File: src/rtl/pll_cfg_pkg.sv
// Shared widths, constant and types for the serial PLL configuration shifter.
package pll_cfg_pkg;
    localparam int WORD_W    = 24;
    localparam int FB_W      = 7;
    localparam int REF_W     = 7;
    localparam int ODIV_W    = 2;
    localparam int CONST_W   = 5;
    localparam int IDX_W     = $clog2(WORD_W);
    localparam logic [CONST_W-1:0] SYNTH_CONST = 5'h17;
    localparam logic [IDX_W-1:0]   LAST_IDX    = IDX_W'(WORD_W - 1);

    typedef enum logic [1:0] {
        ST_IDLE  = 2'd0,
        ST_SHIFT = 2'd1,
        ST_LATCH = 2'd2,
        ST_FIN   = 2'd3
    } seq_state_t;

    typedef struct packed {
        logic [ODIV_W-1:0] out_div;
        logic              xtal_sel;
        logic              vco_sel;
        logic [REF_W-1:0]  ref_cnt;
        logic [FB_W-1:0]   fb_cnt;
    } div_fields_t;
endpackage

File: src/rtl/pll_cfg_pack.sv
// Packs the divider fields into the 24-bit programming word.
// Assumes the field widths in pll_cfg_pkg; purely combinational.
module pll_cfg_pack
    import pll_cfg_pkg::*;
(
    input  div_fields_t        fields_i,
    output logic [WORD_W-1:0]  word_o
);
    // Fixed layout: constant on top, bit 16 forced low.
    always_comb begin
        word_o = {SYNTH_CONST, fields_i.out_div, 1'b0, fields_i.xtal_sel,
                  fields_i.vco_sel, fields_i.ref_cnt, fields_i.fb_cnt};
    end
endmodule

File: src/rtl/pll_cfg_timer.sv
// Phase timer: while run_i is high, tick_o pulses every HALF cycles.
// Assumes HALF >= 1; the count restarts whenever run_i is low.
module pll_cfg_timer #(
    parameter int HALF = 3
) (
    input  logic clk,
    input  logic rst_n,
    input  logic run_i,
    output logic tick_o
);
    localparam int CW = (HALF > 1) ? $clog2(HALF) : 1;
    localparam logic [CW-1:0] TERM = CW'(HALF - 1);

    logic [CW-1:0] cnt_q;

    // Tick on the terminal count of the running phase.
    always_comb tick_o = run_i && (cnt_q == TERM);

    // Count system clocks inside a phase.
    always_ff @(posedge clk) begin
        if (!rst_n)
            cnt_q <= '0;
        else if (!run_i || tick_o)
            cnt_q <= '0;
        else
            cnt_q <= cnt_q + 1'b1;
    end

    // Keeps the counter inside one phase length.
    assert_phase_bound_R4: assert property (@(posedge clk) disable iff (!rst_n)
        run_i |-> (int'(cnt_q) < HALF));
endmodule

File: src/rtl/pll_cfg_seq.sv
// Sequencer: takes in a word on an idle load, shifts it out LSB first as
// serial-clock pulses, marks the final bit with hold, then sends the latch
// strobe and a done pulse. Assumes tick_i comes from a timer run by run_o.
module pll_cfg_seq
    import pll_cfg_pkg::*;
(
    input  logic              clk,
    input  logic              rst_n,
    input  logic              load_i,
    input  logic [WORD_W-1:0] word_i,
    input  logic              tick_i,
    output logic              run_o,
    output logic              ser_data_o,
    output logic              ser_clk_o,
    output logic              hold_o,
    output logic              latch_o,
    output logic              busy_o,
    output logic              done_o
);
    seq_state_t        state_q;
    logic [WORD_W-1:0] shreg_q;
    logic [IDX_W-1:0]  idx_q;
    logic              phase_hi_q;
    logic              lat_second_q;

    // Main sequence: idle, shift bits, latch, finish.
    always_ff @(posedge clk) begin
        if (!rst_n) begin
            state_q      <= ST_IDLE;
            shreg_q      <= '0;
            idx_q        <= '0;
            phase_hi_q   <= 1'b0;
            lat_second_q <= 1'b0;
        end else begin
            unique case (state_q)
                ST_IDLE: begin
                    if (load_i) begin
                        state_q    <= ST_SHIFT;
                        shreg_q    <= word_i;
                        idx_q      <= '0;
                        phase_hi_q <= 1'b0;
                    end
                end
                ST_SHIFT: begin
                    if (tick_i) begin
                        if (!phase_hi_q) begin
                            phase_hi_q <= 1'b1;
                        end else begin
                            phase_hi_q <= 1'b0;
                            if (idx_q == LAST_IDX) begin
                                state_q      <= ST_LATCH;
                                lat_second_q <= 1'b0;
                            end else begin
                                idx_q   <= idx_q + 1'b1;
                                shreg_q <= shreg_q >> 1;
                            end
                        end
                    end
                end
                ST_LATCH: begin
                    if (tick_i) begin
                        if (!lat_second_q)
                            lat_second_q <= 1'b1;
                        else
                            state_q <= ST_FIN;
                    end
                end
                ST_FIN: begin
                    state_q <= ST_IDLE;
                end
                default: state_q <= ST_IDLE;
            endcase
        end
    end

    // Output decode from the registered state.
    always_comb begin
        run_o      = (state_q == ST_SHIFT) || (state_q == ST_LATCH);
        ser_clk_o  = (state_q == ST_SHIFT) && phase_hi_q;
        ser_data_o = (state_q == ST_SHIFT) && shreg_q[0];
        hold_o     = (state_q == ST_SHIFT) && (idx_q == LAST_IDX);
        latch_o    = (state_q == ST_LATCH);
        busy_o     = (state_q != ST_IDLE);
        done_o     = (state_q == ST_FIN);
    end

    // Data and hold must be settled before the receiver's sampling edge.
    assert_data_setup_R2: assert property (@(posedge clk) disable iff (!rst_n)
        $rose(ser_clk_o) |-> ($stable(ser_data_o) && $stable(hold_o)));

    // The latch strobe must follow a bit that carried hold.
    assert_hold_before_latch_R3: assert property (@(posedge clk) disable iff (!rst_n)
        $rose(latch_o) |-> $past(hold_o));

    // Serial lines stay quiet while the latch strobe is out.
    assert_latch_quiet_R5: assert property (@(posedge clk) disable iff (!rst_n)
        latch_o |-> (!ser_clk_o && !ser_data_o && !hold_o));

    // Busy may only drop after the done pulse.
    assert_busy_until_done_R6: assert property (@(posedge clk) disable iff (!rst_n)
        (busy_o && !done_o) |=> busy_o);

    // Done follows the latch strobe and is the last busy cycle.
    assert_done_after_latch_R7: assert property (@(posedge clk) disable iff (!rst_n)
        done_o |-> ($past(latch_o) && !latch_o));

    assert_done_single_R7: assert property (@(posedge clk) disable iff (!rst_n)
        done_o |=> (!done_o && !busy_o));
endmodule

File: src/rtl/pll_cfg_shifter.sv
// Top of the serial PLL configuration shifter. Joins the field packer,
// the phase timer and the sequencer. SCLK_HALF sets the number of system
// clocks per serial-clock phase (at least 1).
module pll_cfg_shifter
    import pll_cfg_pkg::*;
#(
    parameter int SCLK_HALF = 3
) (
    input  logic              clk,
    input  logic              rst_n,
    input  logic              load_i,
    input  logic [FB_W-1:0]   fb_cnt_i,
    input  logic [REF_W-1:0]  ref_cnt_i,
    input  logic              vco_sel_i,
    input  logic              xtal_sel_i,
    input  logic [ODIV_W-1:0] out_div_i,
    output logic              ser_data_o,
    output logic              ser_clk_o,
    output logic              hold_o,
    output logic              latch_o,
    output logic              busy_o,
    output logic              done_o
);
    div_fields_t        fields;
    logic [WORD_W-1:0]  word;
    logic               run;
    logic               tick;

    // Gather the field inputs into one struct.
    always_comb begin
        fields.fb_cnt   = fb_cnt_i;
        fields.ref_cnt  = ref_cnt_i;
        fields.vco_sel  = vco_sel_i;
        fields.xtal_sel = xtal_sel_i;
        fields.out_div  = out_div_i;
    end

    pll_cfg_pack u_pack (
        .fields_i (fields),
        .word_o   (word)
    );

    pll_cfg_timer #(.HALF(SCLK_HALF)) u_timer (
        .clk    (clk),
        .rst_n  (rst_n),
        .run_i  (run),
        .tick_o (tick)
    );

    pll_cfg_seq u_seq (
        .clk        (clk),
        .rst_n      (rst_n),
        .load_i     (load_i),
        .word_i     (word),
        .tick_i     (tick),
        .run_o      (run),
        .ser_data_o (ser_data_o),
        .ser_clk_o  (ser_clk_o),
        .hold_o     (hold_o),
        .latch_o    (latch_o),
        .busy_o     (busy_o),
        .done_o     (done_o)
    );
endmodule

File: config.mk
export PLATFORM = sky130hd
export DESIGN_NAME = pll_cfg_shifter
export DESIGN_NICKNAME = d
export VERILOG_FILES = /design/src/rtl/pll_cfg_pkg.sv /design/src/rtl/pll_cfg_pack.sv /design/src/rtl/pll_cfg_timer.sv /design/src/rtl/pll_cfg_seq.sv /design/src/rtl/pll_cfg_shifter.sv
export SDC_FILE = /design/constraint.sdc
export NUM_CORES = 1
export LEC_CHECK = 0
export CORE_MARGIN = 2
export CORE_UTILIZATION = 56
export CTS_CLUSTER_SIZE = 12
export DETAILED_ROUTE_END_ITERATION = 6
export GPL_TIMING_DRIVEN = 0
export PLACE_DENSITY_LB_ADDON = 0.08
export SLEW_MARGIN = 15
export SYNTH_ARGS = -nofsm -noshare
export SYNTH_HDL_FRONTEND = slang
export SYNTH_SLANG_ARGS = --single-unit
File: constraint.sdc
create_clock -name clk -period 4.45 [get_ports clk]
set_input_delay 1.1125 -clock clk [delete_from_list [all_inputs] [get_ports clk]]
set_output_delay 1.1125 -clock clk [all_outputs]
set_load 0.01 [all_outputs]
# Word-level counts from Yosys, hierarchy flattened
# Index checks and enable logic that the tools add are counted.
[totals] latchBits=0 output_inout_bits=6 reg_bits=35 romBits=0 in_bits=21 word_cells=63 memories=0 mem_bits_rw=0
[classes] n_mul=0 n_bitwise=1 order_cmp=0 n_mux=26 reduce_logical=16 n_eq_ne=12 div_mod_pow=0 shifts=0 n_addsub=2
[ops] op="two-way mux 24 bit" n=4
[ops] op="one-hot mux 24 bit (2 select lines)" n=1
[ops] op="two-way mux 5 bit" n=4
[ops] op="two-way mux 2 bit" n=6
[ops] op="one-hot mux 5 bit (2 select lines)" n=1
[ops] op="AND reduction 5 bit" n=2
[ops] op="inequality test 2 bit (second input constant)" n=4
[ops] op="one-hot mux 2 bit (4 select lines)" n=1
[ops] op="two-way mux 1 bit" n=7
[ops] op="equality test 2 bit (second input constant)" n=3
[ops] op="inequality test 2 x 1 -> 1 bit (second input constant)" n=3
[ops] op="AND reduction 6 bit" n=1
[ops] op="nonzero test 2 bit" n=3
[ops] op="adder 5 x 1 -> 5 bit (second input constant)" n=1
[ops] op="equality test 5 bit (second input constant)" n=1
[ops] op="logical AND 1 bit" n=4
[ops] op="one-hot mux 1 bit (2 select lines)" n=2
[ops] op="AND reduction 3 bit" n=1
[ops] op="adder 2 x 1 -> 2 bit (second input constant)" n=1
[ops] op="equality test 2 x 1 -> 1 bit (second input constant)" n=1
[ops] op="zero test 2 bit" n=1
[ops] op="logical OR 1 bit" n=2
[ops] op="OR reduction 2 bit" n=1
[ops] op="zero test 1 bit" n=1
[ops] op="NOT 1 bit" n=1

# Longest topological paths before layout
[depth] ltp_word=5 ltp_mapped=9 ltp_nobuf=6

# Cells and area by module
# Synthesis repeated with hierarchy kept, for this count alone.
[unflattened] hier_cells=211 area_unflattened_um2=2028.2
[modules_own_cells] module="pll_cfg_seq" cells_per_inst=178 n_inst=1 area_each_um2=1751.7 seq_area_each_um2=660.6
[modules_own_cells] module="pll_cfg_pack" cells_per_inst=26 n_inst=1 area_each_um2=187.7 seq_area_each_um2=0.0
[modules_own_cells] module="pll_cfg_timer" cells_per_inst=7 n_inst=1 area_each_um2=88.8 seq_area_each_um2=40.0

# Worst setup path before layout
# OpenSTA, ideal clock, no wires.
[synth_timing] path_kind="input-to-reg" from="input load_i" to="register u_seq.idx_q[4]" path_stages=4 required_ns=4.383 path_buffers=0 slack_ns=2.307 t_arrival_ns=2.075 setup_ns=0.067 cell_sequence="and2b_1 > or4_1 > a21o_1 > a21oi_2"
[synth_between] elab_chain_cells=2
[synth_rtl] element="start, declared" line_no="pll_cfg_shifter.sv:11" rtl="input logic load_i,"
[synth_rtl] element="inequality test 2 bit (no line)"
[synth_rtl] element="AND reduction 5 bit (no line)"
[synth_rtl] element="end signal, assigned" line_no="pll_cfg_seq.sv:54" rtl="idx_q <= idx_q + 1'b1;"
[synth_rtl] element="end, declared" line_no="pll_cfg_seq.sv:22" rtl="logic [IDX_W-1:0] idx_q;"
# No other way between the ends.
# A chain may end at the register's enable or synchronous reset.

# Worst setup path after layout
[layout_timing] from="register u_seq.state_q[1]" to="output hold_o"
[layout_between] elab_chain_cells=2
[layout_rtl] element="start, declared" line_no="pll_cfg_seq.sv:20" rtl="seq_state_t state_q;"
[layout_rtl] element="start signal, assigned" line_no="pll_cfg_seq.sv:29" rtl="state_q <= ST_IDLE;"
[layout_rtl] element="start signal, assigned" line_no="pll_cfg_seq.sv:38" rtl="state_q <= ST_SHIFT;"
[layout_rtl] element="start signal, assigned" line_no="pll_cfg_seq.sv:51" rtl="state_q <= ST_LATCH;"
[layout_rtl] element="equality test 2 x 1 -> 1 bit" line_no="pll_cfg_seq.sv:81" rtl="hold_o = (state_q == ST_SHIFT) && (idx_q == LAST_IDX);"
[layout_rtl] element="logical AND 1 bit" line_no="pll_cfg_seq.sv:81"
[layout_rtl] element="end, declared" line_no="pll_cfg_shifter.sv:19" rtl="output logic hold_o,"
# No other way between the ends.

==> PnR_summary.wiki <==
{| class="wikitable"
! Metric !! Value
|-
| Ys async rst share || 0%
|-
| Pin count of the biggest net entering global routing || 11
|-
| Residual overflow from global routing || 0
|-
| Nets || between 200 and 250
|-
| Layout filler cell count || around 250
|-
| Max incr delay on CP || 0.57 ns
|-
| Maximum fanout along the worst path || 9
|-
| Placeable core region || approximately 2800 sq um
|-
| Dominant cell type by area after synthesis || sky130_fd_sc_hd__dfxtp_1
|-
| Top-level port count || 27
|-
| Slowest stage cell on the critical path || sky130_fd_sc_hd__clkdlybuf4s50_1
|-
| Synth Net Count || 216
|-
| Syn Area/Cell || 8.885 sq um
|-
| Critical path class || register to output port
|-
| Startpoint Class || register
|-
| Post-route non-filler standard cell count || ~250
|-
| Antenna Nets Post-Route || 0
|-
| Placed cell count || 244
|-
| Cell depth of the worst flop-to-flop path || 7
|-
| Critical Path End Type || output port
|-
| Number of cells upsized or downsized after cts || 0
|-
| Data required, critical path || 3.34 ns
|-
| Area of the mapped netlist || approximately 1700 sq um
|-
| Worst Hold Depth || 1
|-
| Share of the synthesized area in the top cell type || 41.95%
|-
| Number of buffers created by CTS || 5
|-
| RSZ-0062 raised after global routing || false
|-
| Highest attainable clock frequency || roughly 320 MHz
|-
| Wire length of the first global-routing pass || 6320 um
|-
| Proportion of layout cells with a drive suffix above 1 || between 10% and 20%
|-
| Max-slew violation total from the final report || 0
|-
| Routed wire length per instance || roughly 16 um
|-
| Final setup skew || 0.01579 ns
|-
| Final Cycle Share || approximately 70%
|-
| Number of setup buffers added after CTS || 0
|-
| CTS Buffer Depth || 2
|-
| Master cell of the clock root buffer || sky130_fd_sc_hd__clkbuf_4
|-
| Util after Layout || a little under three quarters
|-
| # rows || 19
|-
| Hold/Removal Path Class || register to register
|-
| Power per unit of standard cell area || 520.9 nW/um^2
|-
| Effective utilization at floorplan || around three fifths
|-
| Detailed-router iteration count before antenna repair || 7
|-
| Number of antenna violations at the first check in global routing || 0
|-
| Worst setup slack for register-to-register paths || approximately 2.4 ns
|-
| Crit. path cell count || 6
|-
| Aggregate negative setup slack || 0 ns
|-
| Number of inserted diodes || 0
|-
| Warnings from Yosys || 0
|-
| Fraction of the yosys area taken by sequential cells || a little over two fifths
|-
| Final WL || 4000 um
|-
| Final count of negative-setup-slack endpoints || 0
|-
| Chip Height || about 59 um
|-
| Via count of the first global-routing pass || 1429
|-
| Endpoint arrival time on the critical path || between 2 and 2.5 ns
|-
| DRT iter0 DRCs || 189
|-
| Final hold violation count || 0
|-
| Synthesized instance count || between 150 and 200
|-
| Vias/cell || approximately 6.5
|-
| Global placer's final weighted congestion || 0.8337
|-
| Post-synthesis cell type count || 37
|-
| Clock latency on the worst-skew pair || around 0.36 ns
|-
| Leakage power total || ~0.00070 uW
|-
| IO Port Bufs || 25
|-
| Area growth from synthesis to layout || 20.30%
|-
| Global routing usage summed across all routing layers || 23.99%
|-
| Area contributors post-synth || sky130_fd_sc_hd__dfxtp_1 42%, sky130_fd_sc_hd__a222oi_1 11%, sky130_fd_sc_hd__a21oi_1 9.3%
|-
| CTS tree || done
|-
| Max Cap Viol || 0
|-
| Clk sinks || 35
|-
| Status || completed
|-
| Reg clk slew, reported paths || about 0.12 ns
|-
| Detail Placement HPWL || around 2800 um
|-
| Transition at the pin with the smallest max-transition slack || around 0.64 ns
|-
| Detailed-route DRC error count || 0
|-
| H-tree levels || 2
|-
| Cts-stage hold buffer count || 0
|-
| Via count || 1643
|-
| Predominant post-synthesis flop cell || sky130_fd_sc_hd__dfxtp_1
|-
| Largest vdd supply drop || 0.3258 mV
|-
| Final worst path period need || roughly 3.1 ns
|-
| Die width || 58.62 um
|-
| FF+latch count, synth || 35
|-
| Top delay family on crit path || buffers and inverters
|-
| Number of enable flip-flop cells after synthesis || 0
|-
| Headroom to the max-slew limit || between 50% and 60%
|-
| Area enclosed by the die boundary || around 3400 sq um
|-
| Number of buffers and inverters on the critical path || 4
|-
| Crit path cell chain || inv_1, ha_1, buf_2, inv_2, nor2_1, clkdlybuf4s50_1
|}
==> report_power, final <==
group          switching [uW]  internal (uW)  leakage (uW)  total, uW
clock                     108           61.5     0.0000293        170
combinational             269            174      0.000381        443
sequential               50.1            384      0.000286        434
total                     427            619      0.000696       1050
==> stage by stage <==
stage,total power [uW],hold slack (ns),setup slack [ns],area (sq um)
2_1_floorplan,742.5,0.4009,2.307,1670
3_3_place_gp,854.1,0.4073,1.634,1959
3_5_place_dp,873.7,0.4124,1.603,1959
4_1_cts,1043,0.4286,1.329,2009
5_1_grt,1112,0.4699,1.205,2009
6_report,1047,0.4287,1.321,2009
==> cells in the mapped netlist (2+ instances only) <==
cell type	count
sky130_fd_sc_hd__nand3_1	3
sky130_fd_sc_hd__nand2_1	28
sky130_fd_sc_hd__inv_2	2
sky130_fd_sc_hd__o21ai_0	9
sky130_fd_sc_hd__dfxtp_1	35
sky130_fd_sc_hd__buf_4	2
sky130_fd_sc_hd__o311ai_0	2
sky130_fd_sc_hd__ha_1	7
sky130_fd_sc_hd__nor3_1	5
sky130_fd_sc_hd__o221a_2	3
sky130_fd_sc_hd__inv_1	7
sky130_fd_sc_hd__buf_2	7
sky130_fd_sc_hd__a222oi_1	18
sky130_fd_sc_hd__nor2_1	4
sky130_fd_sc_hd__a21oi_1	31
sky130_fd_sc_hd__or3_1	2
sky130_fd_sc_hd__clkbuf_1	3
==> cell families after synthesis <==
group | after synthesis | synth area share [%]
AOI/OAI and AO/OA | 71 | 29.59
and+or+nand+nor | 53 | 17.23
DFF | 35 | 41.95
buffers and inverters | 22 | 5.992
adders and majority gates | 7 | 5.243
==> layout make-up <==
type | count | area (sq um) | share of cell area [%]
Inverter | 9 | 33.78 | 1.681
Multi-Input combinational cell | 131 | 869.6 | 43.28
Clock buffer | 7 | 45.04 | 2.242
Tap cell | 31 | 38.79 | 1.930
Clock inverter | 1 | 5.005 | 0.2491
Buffer | 13 | 66.31 | 3.300
Timing Repair Buffer | 25 | 250.2 | 12.45
Sequential cell | 35 | 700.7 | 34.87
==> per-layer routing <==
metal  share of wire (%)  up-vias  global-route usage, %
met3                 7.9       15                  5.714
met5                   0        -                      0
met1                  44      781                  32.41
met2                  46       65                  37.56
met4                 2.2        0                  8.766
li1                    -      782                      -
==> final timing paths <==
kind / start / end
setup / recovery: u_seq.state_q[1]$_SDFFE_PN0P_ / hold_o
setup reg to reg: u_seq.state_q[1]$_SDFFE_PN0P_ / u_seq.shreg_q[22]$_SDFFE_PN0P_
hold reg to reg: u_timer.cnt_q[0]$_SDFF_PP0_ / u_timer.cnt_q[0]$_SDFF_PP0_
hold / removal: u_timer.cnt_q[0]$_SDFF_PP0_ / u_timer.cnt_q[0]$_SDFF_PP0_
==> placed cells by master (no fill, tap or decap), drive strengths merged <==
cell type / instances
a2111oi: 1
a211oi: 1
a21o: 1
a21oi: 32
a222oi: 18
a31oi: 1
a32o: 1
and2: 1
and2b: 1
and3: 2
and4b: 1
buf: 9
clkbuf: 11
clkdlybuf4s50: 25
clkinv: 1
dfxtp: 35
ha: 7
inv: 9
nand2: 28
nand2b: 1
nand3: 4
nand4: 1
nand4b: 1
nor2: 4
nor3: 5
nor4: 1
o21ai: 10
o221a: 3
o221ai: 1
o311ai: 2
or3: 2
or4: 1
==> state kept, by name, indices dropped and copies added (netlist names) <==
| signal | count |
|---|---|
| u_seq.shreg_q | 24 |
| u_seq.idx_q | 5 |
| u_seq.state_q | 2 |
| u_timer.cnt_q | 2 |
| u_seq.lat_second_q | 1 |
| u_seq.phase_hi_q | 1 |
No activity file was read; power rests on OpenSTA's default activity.
